--- config.mk ---
export PLATFORM = sky130hd
export DESIGN_NAME = host_irq_ctrl
export DESIGN_NICKNAME = d
export VERILOG_FILES = /design/src/rtl/hirq_pkg.sv /design/src/rtl/hirq_src_cell.sv /design/src/rtl/hirq_route.sv /design/src/rtl/host_irq_ctrl.sv
export SDC_FILE = /design/constraint.sdc
export NUM_CORES = 1
export LEC_CHECK = 0
export BUFFER_PORTS_ARGS = -buffer_cell sky130_fd_sc_hd__buf_2
export CAP_MARGIN = 20
export CORE_ASPECT_RATIO = 1.25
export CORE_MARGIN = 10
export CORE_UTILIZATION = 30
export DETAILED_ROUTE_END_ITERATION = 6
export PLACE_DENSITY = 0.63
export SETUP_SLACK_MARGIN = 0.02
export SLEW_MARGIN = 25
export SYNTH_ARGS = -nofsm -noshare
export SYNTH_HDL_FRONTEND = slang
export SYNTH_SLANG_ARGS = --single-unit
--- constraint.sdc ---
create_clock -name clk_i -period 3.05 [get_ports clk_i]
set_clock_uncertainty 0.15 [all_clocks]
set_input_delay 0.61 -clock clk_i [delete_from_list [all_inputs] [get_ports clk_i]]
set_output_delay 0.61 -clock clk_i [all_outputs]
set_load 0.01 [all_outputs]
--- src/rtl/hirq_pkg.sv ---
package hirq_pkg;
  localparam int unsigned NUM_EN  = 7;
  localparam int unsigned NUM_DR  = 4;
  localparam int unsigned GEN_SRC = 2;
  localparam int unsigned GEN_LSB = 5;
  localparam int unsigned SMI_LSB = 2;
  localparam int unsigned SMI_SRC = 3;
  // data register tied to each enable bit
  localparam int unsigned EN_DR_MAP [NUM_EN] = '{0, 0, 1, 2, 3, 1, 2};
  // bits that stay gated whatever the mode
  localparam logic [NUM_EN-1:0] EN_FIXED_GATED = 7'b000_0011;
endpackage

--- src/rtl/hirq_src_cell.sv ---
module hirq_src_cell #(
  parameter bit ALWAYS_GATED = 1'b0
) (
  input  logic clk_i,
  input  logic rst_ni,
  input  logic mode_i,
  input  logic rd_i,
  input  logic wr_i,
  input  logic wbit_i,
  input  logic dw_set_i,
  input  logic host_rd_i,
  output logic en_o
);
  logic en_q, rz_q, dw_q;
  logic gated, host_clr, cpu_clr, clr, set_ok;

  always_comb begin
    gated    = ALWAYS_GATED | ~mode_i;
    host_clr = gated & host_rd_i;
    cpu_clr  = wr_i & ~wbit_i;
    clr      = host_clr | cpu_clr;
    set_ok   = wr_i & wbit_i & rz_q & (~gated | dw_q);
  end

  always_ff @(posedge clk_i or negedge rst_ni) begin
    if (!rst_ni) begin
      en_q <= 1'b0;
      rz_q <= 1'b0;
      dw_q <= 1'b0;
    end else begin
      if (clr)         en_q <= 1'b0;
      else if (set_ok) en_q <= 1'b1;
      // a write consumes the read-as-zero flag
      if (wr_i)        rz_q <= 1'b0;
      else if (rd_i)   rz_q <= ~en_q;
      if (clr)           dw_q <= 1'b0;
      else if (dw_set_i) dw_q <= 1'b1;
    end
  end

  assign en_o = en_q;
endmodule

--- src/rtl/hirq_route.sv ---
module hirq_route #(
  parameter int unsigned LINES = 4,
  parameter int unsigned SRCS  = 2
) (
  input  logic [SRCS-1:0]       src_i,
  input  logic [LINES*SRCS-1:0] route_i,
  output logic [LINES-1:0]      irq_o
);
  for (genvar k = 0; k < LINES; k++) begin : g_line
    assign irq_o[k] = |(route_i[k*SRCS +: SRCS] & src_i);
  end
endmodule

--- src/rtl/host_irq_ctrl.sv ---
module host_irq_ctrl
  import hirq_pkg::*;
#(
  parameter int unsigned GEN_LINES = 4,
  localparam int unsigned RW = GEN_LINES * GEN_SRC
) (
  input  logic              clk_i,
  input  logic              rst_ni,
  input  logic              mode_i,
  input  logic              cpu_en_rd_i,
  input  logic              cpu_en_we_i,
  input  logic [NUM_EN-1:0] cpu_en_wmask_i,
  input  logic [NUM_EN-1:0] cpu_en_wdata_i,
  input  logic [NUM_DR-1:0] cpu_dr_wr_i,
  input  logic [NUM_DR-1:0] host_dr_rd_i,
  input  logic [RW-1:0]     irq_route_i,
  output logic [NUM_EN-1:0] cpu_en_rdata_o,
  output logic              kbd_irq_o,
  output logic              mouse_irq_o,
  output logic              smi_o,
  output logic [GEN_LINES-1:0] gen_irq_o
);
  logic [NUM_EN-1:0] en;

  for (genvar i = 0; i < NUM_EN; i++) begin : g_src
    hirq_src_cell #(
      .ALWAYS_GATED(EN_FIXED_GATED[i])
    ) i_cell (
      .clk_i    (clk_i),
      .rst_ni   (rst_ni),
      .mode_i   (mode_i),
      .rd_i     (cpu_en_rd_i),
      .wr_i     (cpu_en_we_i & cpu_en_wmask_i[i]),
      .wbit_i   (cpu_en_wdata_i[i]),
      .dw_set_i (cpu_dr_wr_i[EN_DR_MAP[i]]),
      .host_rd_i(host_dr_rd_i[EN_DR_MAP[i]]),
      .en_o     (en[i])
    );
  end

  hirq_route #(
    .LINES(GEN_LINES),
    .SRCS (GEN_SRC)
  ) i_route (
    .src_i  (en[GEN_LSB +: GEN_SRC]),
    .route_i(irq_route_i),
    .irq_o  (gen_irq_o)
  );

  assign cpu_en_rdata_o = en;
  assign kbd_irq_o      = en[0];
  assign mouse_irq_o    = en[1];
  assign smi_o          = |en[SMI_LSB +: SMI_SRC];
endmodule

==> results of run 1 <==
## critical path, cell delays in order (launching register included)
cell                      delay (ns)
sky130_fd_sc_hd__dfrtp_1        0.42
sky130_fd_sc_hd__or3_1          0.37
sky130_fd_sc_hd__buf_2          0.14
## worst max path at each step
stage | start | end | cells past startpoint
after CTS | g_src[2].i_cell.en_o$_DFFE_PN0P_ | smi_o | 2
after global routing | g_src[2].i_cell.en_o$_DFFE_PN0P_ | smi_o | 2
after detailed placement | irq_route_i[2] | gen_irq_o[1] | 3
after floorplan | irq_route_i[0] | gen_irq_o[0] | 1
final | g_src[2].i_cell.en_o$_DFFE_PN0P_ | smi_o | 2
after global placement | irq_route_i[2] | gen_irq_o[1] | 3
## final cells by class
class | instances | area, um^2 | share of cell area (%)
Sequential cell | 21 | 526 | 41.1
Clock buffer | 3 | 41.3 | 3.23
Timing Repair Buffer | 48 | 240 | 18.8
Tap cell | 37 | 46.3 | 3.62
Inverter | 2 | 7.51 | 0.587
Clock inverter | 1 | 5.00 | 0.391
Multi-Input combinational cell | 68 | 413 | 32.3
## metal layers
metal	GRT usage (%)	vias up
met5	0	-
met4	3.17	0
met3	3.61	4
met2	14.1	38
met1	10.2	424
li1	-	441
## placed cells by master, fill, tap and decap left out, drive strengths merged, types with 3 or more instances in the layout
cell type and count:
buf 48, nor2 26, dfrtp 21, nand2 7, a221oi 6, o211a 5
a31oi 5, a22o 4, o21ai 4, clkbuf 3
## power groups by stage
stage | clock (uW) | sequential, uW | combinational (uW)
2_1_floorplan | 0 | 323 | 69.3
3_3_place_gp | 0 | 327 | 111
3_5_place_dp | 0 | 328 | 114
4_1_cts | 186 | 323 | 114
5_1_grt | 205 | 327 | 126
6_report | 180 | 323 | 111
## sequential cells by signal (all words and copies together), names as in the netlist
| register | count |
|---|---|
| g_src.i_cell.en_o | 7 |
| g_src.i_cell.dw_q | 7 |
| g_src.i_cell.rz_q | 7 |
## per-stage QoR
| step | instance area, um^2 | power [uW] | util, % |
|---|---|---|---|
| 3_5_place_dp | 1230 | 442 | 37.9 |
| 5_1_grt | 1280 | 658 | 39.3 |
| 6_report | 1280 | 614 | 39.3 |
| 2_1_floorplan | 1020 | 393 | - |
| 3_3_place_gp | 1230 | 438 | 37.9 |
| 4_1_cts | 1280 | 623 | 39.3 |
## cells by family after synthesis
family | count (synthesis) | synth area share [%]
compound gates | 30 | 24.8
mux | 1 | 0.977
flops | 21 | 51.3
simple gates | 37 | 14.5
buf+inv | 12 | 8.42
==> results.md, run 1 <==
Status:
- The run finished with clean final reports.

Timing:
- The final cycle utilization of the critical path is 64.2%.
- Headroom to the max-slew limit came out at 69.1%.
- The actual slew at the worst max-slew pin is 0.464 ns.
- Setup repair after global routing left no endpoint under its margin.
- Summed over all failing endpoints, the final setup total negative slack is 0 ns.
- The final number of setup-violating endpoints is 0.
- The number of failing hold endpoints at the final stage is 0.
- The count of final max-slew check failures is 0.
- Based on the critical path, the design can be clocked at up to 511 MHz.
- The worst slack on hold paths is 0.145 ns.
- The final critical-path setup slack is 1.09 ns.
- For the finished layout, the period the worst path requires is 1.96 ns.

Worst setup path:
- STA puts the critical path data arrival time at 1.20 ns.
- The worst reg2reg path depth is 3.
- The worst-path maximum fanout is 4.
- The capture instance of the worst register-to-register path is g_src[3].i_cell.en_o$_DFFE_PN0P_.
- The setup check on the worst reg-to-reg path leaves a slack of 1.96 ns.
- The startpoint type of the worst setup path is a register.
- In this run the critical register-to-register path is launched from g_src[3].i_cell.dw_q$_DFFE_PN0P_.
- The type of element capturing the critical path is an output pin.
- The worst setup path is of the register to output pin kind.
- At the worst endpoint, the required time is 2.29 ns.

Floorplanning:
- For this configuration, the core starts out at a cell density of 31.5%.
- In this run the standard cell core region covers 3250 um^2.
- The count of standard-cell rows is 23.
- The count of boundary I/O pins is 49.
- The die is 72.3 um wide.
- The die covers 6170 um^2.
- From bottom edge to top edge, the die measures 85.3 um.

Synth:
- The most used standard cell by instance count after synthesis is sky130_fd_sc_hd__nor2_1.
- Counting distinct cell types in the post-synthesis netlist gives 20.
- The number of nets in the synthesized netlist is 136.
- By count the netlist is led by sky130_fd_sc_hd__nor2_1, sky130_fd_sc_hd__dfrtp_1, sky130_fd_sc_hd__buf_4.
- The portion of the post-synthesis area used by sequential elements is 51.3%.
- The top-area cell type share of the netlist area is 51.3%.
- By area the synthesized netlist is led by sky130_fd_sc_hd__dfrtp_1, sky130_fd_sc_hd__nor2_1, sky130_fd_sc_hd__buf_4, sky130_fd_sc_hd__a221oi_2, sky130_fd_sc_hd__o211a_1.
- The average size of a mapped cell is 10.1 um^2.
- Summed over all instances, the cell type with the most area after synthesis is sky130_fd_sc_hd__dfrtp_1.
- For this run, the number of Yosys warnings is 0.
- The synthesized netlist cell count is 101.
- The most used flip-flop cell after synthesis is sky130_fd_sc_hd__dfrtp_1.
- After synthesis, the share of flip-flops with an asynchronous set or reset is 100%.
- The total standard cell area after synthesis is 1020 um^2.
- The number of synthesized flops with an enable pin is 0.
- In this run, synthesis produced a sequential element count of 21.

Global route:
- The wire length of the first global-routing pass is 4540 um.
- The aggregate global routing overflow is 0.
- The number of global-route vias before repair came to 1048.
- Global routing used 8.80% of the available tracks across all layers.
- The maximum number of pins on one net before global-route repair is 22.
- The number of antenna violations at the first check in global routing is 0.

Pwr:
- The internal portion of the total power is 448 uW.
- The power dissipated by switching net loads is 165 uW.
- In this run, flip-flops and latches consume 52.6% of the power.
- Power spread over the standard cell area amounts to 480 nW/um^2.
- VDD sags by at most 0.310 mV.
- The static leakage is 0.000682 uW.
- The share of power burned in the clock network is 29.3%.
- The switching fraction of total power is 26.9%.
- The share of total power in combinational logic is 18.1%.

Drt:
- The first detailed-routing pass ran for 4 iterations.
- The sum of met3 wire segment lengths after detailed routing is 251 um.
- The post-detailed-routing wire length is 2690 um.
- The detailed-route via count is 907.
- The detail route stage leaves a number of antenna-violating nets equal to 0.
- The total DRC errors in the routed layout is 0.
- The number of design-rule violations left by the first detailed-router iteration is 37.
- After detailed routing, the wire length on met1 is 1180 um.
- In the final routed layout, each cell accounts on average for 14.9 um.
- The wire length on met2 is 1230 um.
- The via density per instance is 5.04.
- The uppermost metal layer occupied by signal nets is met4.

CTS:
- In this run the post-CTS setup repair buffer count came out at 0.
- The clock net in this run drives a total of 21 sinks.
- The number of buffers on the longest clock path is 2.
- The later pin in the worst-skew pair is clocked with a latency of 0.26 ns.
- The CTS tree is built.
- In this run the number of H-tree levels came out at 1.
- The clock root buffer master is sky130_fd_sc_hd__clkbuf_8.
- The quantity of gates resized following cts is 0.
- The post-cts hold buffer count is 0.
- The number of buffers created by CTS is 3.
- Clock-pin slew was measured on the worst setup and hold paths at 0.08 ns.

Run:
- The reported max-cap violation count is 0.

Finish:
- The layout-stage area growth over the synthesis result is 24.8%.
- The number of cells in the finished layout apart from fillers is 180.
- The number of antenna diodes in the final layout is 0.
- Cells with a size suffix above 1 make up 39.2% of the layout.
- At the end of the flow, the number of nets in the layout was 179.
- The count of filler cells inserted in the layout is 352.

Placement:
- Prior to clock tree synthesis, the placed netlist has a worst setup slack of 1.22 ns.
- The post-DP HPWL is 2180 um.
- Buffers placed on the I/O ports in this run total 48.
- The cell count after placement is 176.
- The final weighted congestion in routability-driven placement is 0.692.

Worst hold path:
- The kind of path behind the tightest hold check is primary input to async pin.
Power figures use the tool's default switching activity.
==> run 2: changes to the inputs <==
PLACE_DENSITY = 0.65   (was 0.63)
clock period = 1.6 ns   (was 3.05 ns; I/O delays follow)
==> results.md, run 2 (synthesis gave the netlist of run 1 again) <==
Status:
- The flow ran to the end, but the final reports show violations.
- The final reports fail on negative setup slack.

Finish:
- The number of cells in the finished layout apart from fillers is 184 (+2.2%).
- The fraction of layout cells with a size suffix above 1 was 42.2% (+3.0 points).
- The area growth from synthesis to layout is 30.2%.
- The sequential standard cell area is 528 um^2 (+0.48%).
- The top cell types in the final layout, fill and taps aside, are sky130_fd_sc_hd__buf_2, sky130_fd_sc_hd__nor2_1, sky130_fd_sc_hd__dfrtp_1, sky130_fd_sc_hd__nand2_1.
- The final net count is 183 (+2.2%).
- The count of filler cells inserted in the layout is 334 (-5.1%).
- The most common cell after layout, fill and taps aside is sky130_fd_sc_hd__buf_2.
- The number of diodes was 0 (unchanged).
- The area of combinational cells with multiple inputs was 418 um^2 (+1.2%).

Timing:
- The final critical-path setup slack is -0.0381 ns (-1.13 ns).
- The final number of setup-violating endpoints is 1 (+1).
- In the finished design, the share of the clock period the worst path needs comes to 102%.
- Derived from the worst setup path, the maximum achievable clock frequency is 610 MHz.
- The number of failing hold endpoints at the final stage is 0 (unchanged).
- The actual slew at the worst max-slew pin came to 0.470 ns (+0.00608 ns).
- The post-layout minimum cycle time is 1.64 ns.
- Setup repair after global routing could not meet its margin everywhere.
- The count of final max-slew check failures was 0 (unchanged).
- The worst slew slack as a fraction of its limit was 68.7% (-0.41 points).

Worst setup path:
- The data required time at the worst endpoint is 1.13 ns (-1.16 ns).
- The startpoint identified for the worst register-to-register timing path is g_src[2].i_cell.en_o$_DFFE_PN0P_.
- The worst register-to-register path ends at g_src[2].i_cell.en_o$_DFFE_PN0P_.
- STA classifies the critical path endpoint as an output pin.
- The class of the most critical setup path is register to output pin.
- The worst reg2reg path depth is 4 (+1).
- The data arrival time of the critical path came to 1.17 ns (-0.03 ns).
- The worst-path maximum fanout was 2 (-2).
- STA classifies the critical path startpoint as a register.
- The minimum setup slack among reg-to-reg paths is 0.47 ns (-1.49 ns).
- The worst setup path startpoint is g_src[3].i_cell.en_o$_DFFE_PN0P_.
- The worst setup path endpoint is smi_o.

CTS:
- The number of buffers created by CTS is 3 (unchanged).
- The number of sinks on the clock net is 21 (unchanged).
- Clock tree synthesis selected as its root buffer the cell sky130_fd_sc_hd__clkbuf_8.
- TritonCTS built the clock tree.
- The number of H-tree levels is 1 (unchanged).
- The clock latency on the worst-skew pair was 0.26 ns (about the same).
- The post-CTS clock slew at the launch and capture registers of the worst setup and hold paths was 0.07 ns (about the same).
- The number of buffers on the longest clock path was 2 (unchanged).

Placement:
- The final weighted congestion in routability-driven placement is 0.720 (+3.9%).
- The post-DP HPWL is 2150 um (-1.3%).
- The quantity of I/O buffers inserted on ports came to 48 (unchanged).
- The cell count after placement is 176 (unchanged).

Global route:
- The wire length of the first global-routing pass is 4600 um (+1.4%).
- The total global-route track usage was 8.99% (+0.19 points).
- The aggregate global routing overflow is 0 (unchanged).
- The number of antenna violations at the first check in global routing came to 0 (unchanged).
- The maximum number of pins on one net before global-route repair came to 22 (unchanged).
- The number of global-route vias before repair is 1006 (-4.0%).

Pwr:
- The overall power of the completed layout is 1210 uW (+97%).
- The total power divided by cell area came to 905 nW/um^2 (+89%).
- The highest ir drop seen on vdd was 0.393 mV (+27%).
- The static leakage was 0.000697 uW (+2.1%).

Worst hold path:
- The kind of path behind the tightest hold check is primary input to register.
- In this run the most critical hold path is launched from cpu_en_wmask_i[0].

Floorplanning:
- The count of standard-cell rows is 23 (unchanged).
- The count of boundary I/O pins is 49 (unchanged).
- The initial core utilization came to 31.5% (unchanged).
- The area of the core is 3250 um^2 (unchanged).
- The area of the die is 6170 um^2 (unchanged).
- The die width is 72.3 um (unchanged).
- The die height came to 85.3 um (unchanged).

Drt:
- The final antenna-violating net count is 0 (unchanged).
- The number of design-rule violations left by the first detailed-router iteration was 23 (-38%).
- The post-detailed-routing wire length came to 2800 um (+4.2%).
- The via density per instance came to 4.96 (-1.6%).
- The detailed-route via count is 912 (+0.55%).
- The detailed-route wire length per cell was 15.2 um (+2.0%).
- The iteration count of the initial detailed-routing pass is 4 (unchanged).
- The total DRC errors in the routed layout came to 0 (unchanged).

Run:
- The reported max-cap violation count is 0 (unchanged).
run 2: changes by cell type in the layout (fill, tap and decap cells not counted), moves of 2 or more:
cell,change
sky130_fd_sc_hd__dfrtp_2,+2
sky130_fd_sc_hd__buf_6,+2
sky130_fd_sc_hd__buf_4,+3
sky130_fd_sc_hd__buf_2,-2
sky130_fd_sc_hd__dfrtp_1,-2
run 2: metal layers:
| metal | global-route usage (%) | vias to the layer above | share of wire (%) |
|---|---|---|---|
| met5 | 0 | - | 0 |
| met4 | 2.65 | 0 | 0.46 |
| met3 | 4.66 | 2 | 11 |
| met2 | 13.9 | 38 | 47 |
| met1 | 10.4 | 422 | 41 |
| li1 | - | 450 | - |
run 2: what timing repair did:
action                     4_1_cts  5_1_grt
setup endpoints to repair        1        5
hold endpoints to repair        21        0
hold buffers                     1        0
pin swaps                        0        1
setup buffers                    2        1
gates resized for setup          0        6
run 2: area by class of cell:
| class | count | share of cell area [%] |
|---|---|---|
| sequential | 21 | 39.6 |
| multi-input combinational | 68 | 31.3 |
| timing repair buffer | 52 | 21.4 |
| tap | 37 | 3.47 |
| clock buffer | 3 | 3.10 |
| clock inverter | 1 | 0.563 |
| inverter | 2 | 0.563 |
run 2: how the worst min path moves through the flow:
stage,end,slack (ns),cells after the start
2_1_floorplan,g_src[0].i_cell.dw_q$_DFFE_PN0P_,-0.13,0
3_5_place_dp,g_src[0].i_cell.dw_q$_DFFE_PN0P_,0.15,1
4_1_cts,g_src[0].i_cell.rz_q$_DFFE_PN0P_,0.11,2
6_report,g_src[0].i_cell.rz_q$_DFFE_PN0P_,0.12,2
3_3_place_gp,g_src[0].i_cell.dw_q$_DFFE_PN0P_,0.15,1
5_1_grt,g_src[0].i_cell.rz_q$_DFFE_PN0P_,0.10,2
run 2: through the flow:
stage          hold WS, ns  setup WS [ns]  setup TNS, ns  utilization (%)  cell area (um^2)
6_report             0.116        -0.0381        -0.0381             41.0              1330
2_1_floorplan       -0.126          0.330              0                -              1020
3_3_place_gp         0.151          0.234              0             37.9              1230
3_5_place_dp         0.153          0.220              0             37.9              1230
4_1_cts              0.109        -0.0264        -0.0264             40.2              1310
5_1_grt              0.104        -0.0870        -0.0870             41.0              1330
run 2: critical path: stages (launching register included):
cell and delay, ns:
sky130_fd_sc_hd__dfrtp_1 0.39, sky130_fd_sc_hd__or3_4 0.39, sky130_fd_sc_hd__buf_6 0.13
run 2: power by group:
group,switching [uW],total [uW],internal (uW)
Sequential,34.9,614,580
Clock,174,350,176
Combinational,119,243,123
Total,329,1210,878
==> run 3: changes to the inputs <==
--- a/constraint.sdc
+++ b/constraint.sdc
@@ -3,3 +3,3 @@
 set_input_delay 0.32 -clock clk_i [delete_from_list [all_inputs] [get_ports clk_i]]
 set_output_delay 0.32 -clock clk_i [all_outputs]
-set_load 0.01 [all_outputs]
+set_load 0.05 [all_outputs]
==> results.md, run 3 (synthesis gave the netlist of run 1 again) <==
Status:
- The flow ran to the end, but the final reports show violations.
- The final reports fail on negative setup slack.

CTS:
- The post-CTS clock slew at the launch and capture registers of the worst setup and hold paths was 0.07 ns (about the same).
- The clock root buffer master is sky130_fd_sc_hd__clkbuf_8.
- The number of H-tree levels is 1 (unchanged).
- TritonCTS built the clock tree.
- The number of buffers created by CTS is 3 (unchanged).
- The number of sinks on the clock net is 21 (unchanged).
- The number of buffers on the longest clock path is 2 (unchanged).
- The clock latency on the worst-skew pair is 0.25 ns (about the same).

Timing:
- The final critical-path setup slack is -0.0598 ns (-0.0216 ns).
- The final cycle utilization of the critical path is 104% (+1.4 points).
- The count of final max-slew check failures is 0 (unchanged).
- The final number of setup-violating endpoints came to 1 (unchanged).
- Setup repair after global routing could not meet its margin everywhere.
- The peak clock frequency supported by timing is 602 MHz (-1.3%).
- The number of failing hold endpoints at the final stage came to 0 (unchanged).
- The post-layout minimum cycle time was 1.66 ns (+0.0216 ns).
- The setup TNS after final layout is -0.0598 ns (-0.0216 ns).
- The worst slew slack as a fraction of its limit came to 69.0% (+0.29 points).
- The actual slew at the worst max-slew pin was 0.465 ns (-0.00441 ns).

Global route:
- The wire length of the first global-routing pass is 4690 um (+2.0%).
- The number of global-route vias before repair is 1058 (+5.2%).
- The maximum number of pins on one net before global-route repair is 22 (unchanged).
- The number of antenna violations at the first check in global routing is 0 (unchanged).
- The aggregate global routing overflow is 0 (unchanged).
- The total global-route track usage is 9.28% (+0.29 points).

Worst setup path:
- The minimum setup slack among reg-to-reg paths is 0.53 ns (+0.06 ns).
- The type of element capturing the critical path is an output pin.
- In this run the critical register-to-register path is captured at g_src[6].i_cell.en_o$_DFFE_PN0P_.
- The startpoint type of the worst setup path is a register.
- The critical register-to-register path startpoint is g_src[6].i_cell.dw_q$_DFFE_PN0P_.
- The data arrival time of the critical path came to 1.19 ns (+0.02 ns).
- The data required time at the worst endpoint is 1.13 ns (about the same).
- The worst reg2reg path depth is 3 (-1).
- The worst-path maximum fanout is 2 (unchanged).
- By startpoint and endpoint, the worst setup path is classified as register to output pin.

Floorplanning:
- The count of standard-cell rows is 23 (unchanged).
- The area of the core was 3250 um^2 (unchanged).
- The die height was 85.3 um (unchanged).
- The initial core utilization is 31.5% (unchanged).
- The area of the die is 6170 um^2 (unchanged).
- The count of boundary I/O pins is 49 (unchanged).
- The die width is 72.3 um (unchanged).

Worst hold path:
- The count of cells along the worst hold path is 2 (unchanged).
- The worst hold path terminates at g_src[0].i_cell.rz_q$_DFFE_PN0P_.
- The startpoint of the tightest hold check path is cpu_en_wmask_i[0].
- The path class of the tightest hold or removal check is primary input to register.

Finish:
- Compared with the post-synthesis result, the final layout area differs by 31.9%.
- The final core utilization is 41.6% (+0.54 points).
- The final net count is 184 (+0.55%).
- The most common cell after layout, fill and taps aside is sky130_fd_sc_hd__buf_2.
- The fraction of layout cells with a size suffix above 1 is 41.2% (-0.96 points).
- The top cell types in the final layout, fill and taps aside, are sky130_fd_sc_hd__buf_2, sky130_fd_sc_hd__nor2_1, sky130_fd_sc_hd__dfrtp_1, sky130_fd_sc_hd__nand2_1.
- The number of diodes is 0 (unchanged).
- The post-layout instance area came to 1350 um^2 (+1.3%).

Drt:
- The final antenna-violating net count is 0 (unchanged).
- The number of design-rule violations left by the first detailed-router iteration is 40 (+74%).
- The detailed-route wire length per cell came to 15.3 um (+0.70%).
- The total DRC errors in the routed layout is 0 (unchanged).
- The post-detailed-routing wire length is 2840 um (+1.3%).
- The via density per instance was 4.97 (+0.33%).
- The detailed-route via count is 920 (+0.88%).
- The iteration count of the initial detailed-routing pass is 4 (unchanged).

Run:
- The reported max-cap violation count is 0 (unchanged).

Pwr:
- The highest ir drop seen on vdd is 0.535 mV (+36%).
- The total power divided by cell area is 949 nW/um^2 (+4.8%).
- The static leakage is 0.000707 uW (+1.4%).

Placement:
- The final weighted congestion in routability-driven placement is 0.681 (-5.3%).
- The quantity of I/O buffers inserted on ports is 48 (unchanged).
- The worst slack at placement is 0.149 ns (-0.0714 ns).
- The post-DP HPWL is 2210 um (+3.0%).
- The post-place instance area is 1230 um^2 (unchanged).
==> run 3: changes by cell type in the layout (fill, tap and decap cells not counted) <==
| cell | delta |
|---|---|
| sky130_fd_sc_hd__buf_2 | -3 |
| sky130_fd_sc_hd__buf_6 | +3 |
| sky130_fd_sc_hd__buf_4 | +1 |
| sky130_fd_sc_hd__clkbuf_1 | +1 |
| sky130_fd_sc_hd__clkinvlp_4 | -1 |
| sky130_fd_sc_hd__or3_1 | +1 |
| sky130_fd_sc_hd__or3_4 | -1 |
==> run 3: cell type report <==
| cell class | count | area [um^2] |
|---|---|---|
| Tap cell | 37 | 46.3 |
| Timing Repair Buffer | 53 | 312 |
| Clock buffer | 4 | 45.0 |
| Inverter | 2 | 7.51 |
| Sequential cell | 21 | 528 |
| Multi-Input combinational cell | 68 | 413 |
| Fill cell | 335 | 1900 |
==> run 3: layer usage <==
metal / vias to the layer above / part of all wire, % / wire length [um] / track usage, %
li1: 452 / - / - / -
met1: 428 / 41 / 1160 / 9.79
met2: 38 / 47 / 1320 / 15.3
met3: 2 / 12 / 341 / 4.90
met4: 0 / 0.49 / 14 / 3.17
met5: - / 0 / 0 / 0
==> run 3: timing repair <==
action | CTS | global route
gates resized for setup | 9 | 3
setup buffers | 4 | 0
pin swaps | 0 | 1
setup endpoints to repair | 5 | 5
hold endpoints to repair | 21 | 0
hold buffers | 1 | 0
==> run 3: metrics by stage <==
| stage | hold slack, ns | power, uW | cells |
|---|---|---|---|
| 6_report | 0.116 | 1280 | 185 |
| 5_1_grt | 0.116 | 1360 | 185 |
| 4_1_cts | 0.105 | 1300 | 185 |
| 3_5_place_dp | 0.156 | 922 | 176 |
| 3_3_place_gp | 0.147 | 915 | 176 |
| 2_1_floorplan | -0.126 | 829 | 101 |
==> run 3: how the worst max path moves through the flow <==
stage	slack (ns)	start	depth (start not counted)	end
after floorplan	0.15	g_src[2].i_cell.en_o$_DFFE_PN0P_	1	smi_o
after global placement	0.16	g_src[2].i_cell.en_o$_DFFE_PN0P_	2	smi_o
after detailed placement	0.15	g_src[2].i_cell.en_o$_DFFE_PN0P_	2	smi_o
after CTS	-0.08	g_src[2].i_cell.en_o$_DFFE_PN0P_	2	smi_o
after global routing	-0.09	g_src[3].i_cell.en_o$_DFFE_PN0P_	2	smi_o
final	-0.06	g_src[3].i_cell.en_o$_DFFE_PN0P_	2	smi_o
==> run 3: power by group <==
part           leakage (uW)  switching [uW]  total [uW]  internal [uW]
combinational      0.000428             201         331            130
clock             0.0000228             163         340            177
sequential         0.000256            31.3         611            580
total              0.000707             395        1280            887
==> run 3: critical path: stages, from the launching register on <==
cell and delay (ns):
sky130_fd_sc_hd__dfrtp_1 0.38, sky130_fd_sc_hd__or3_1 0.39, sky130_fd_sc_hd__buf_6 0.17
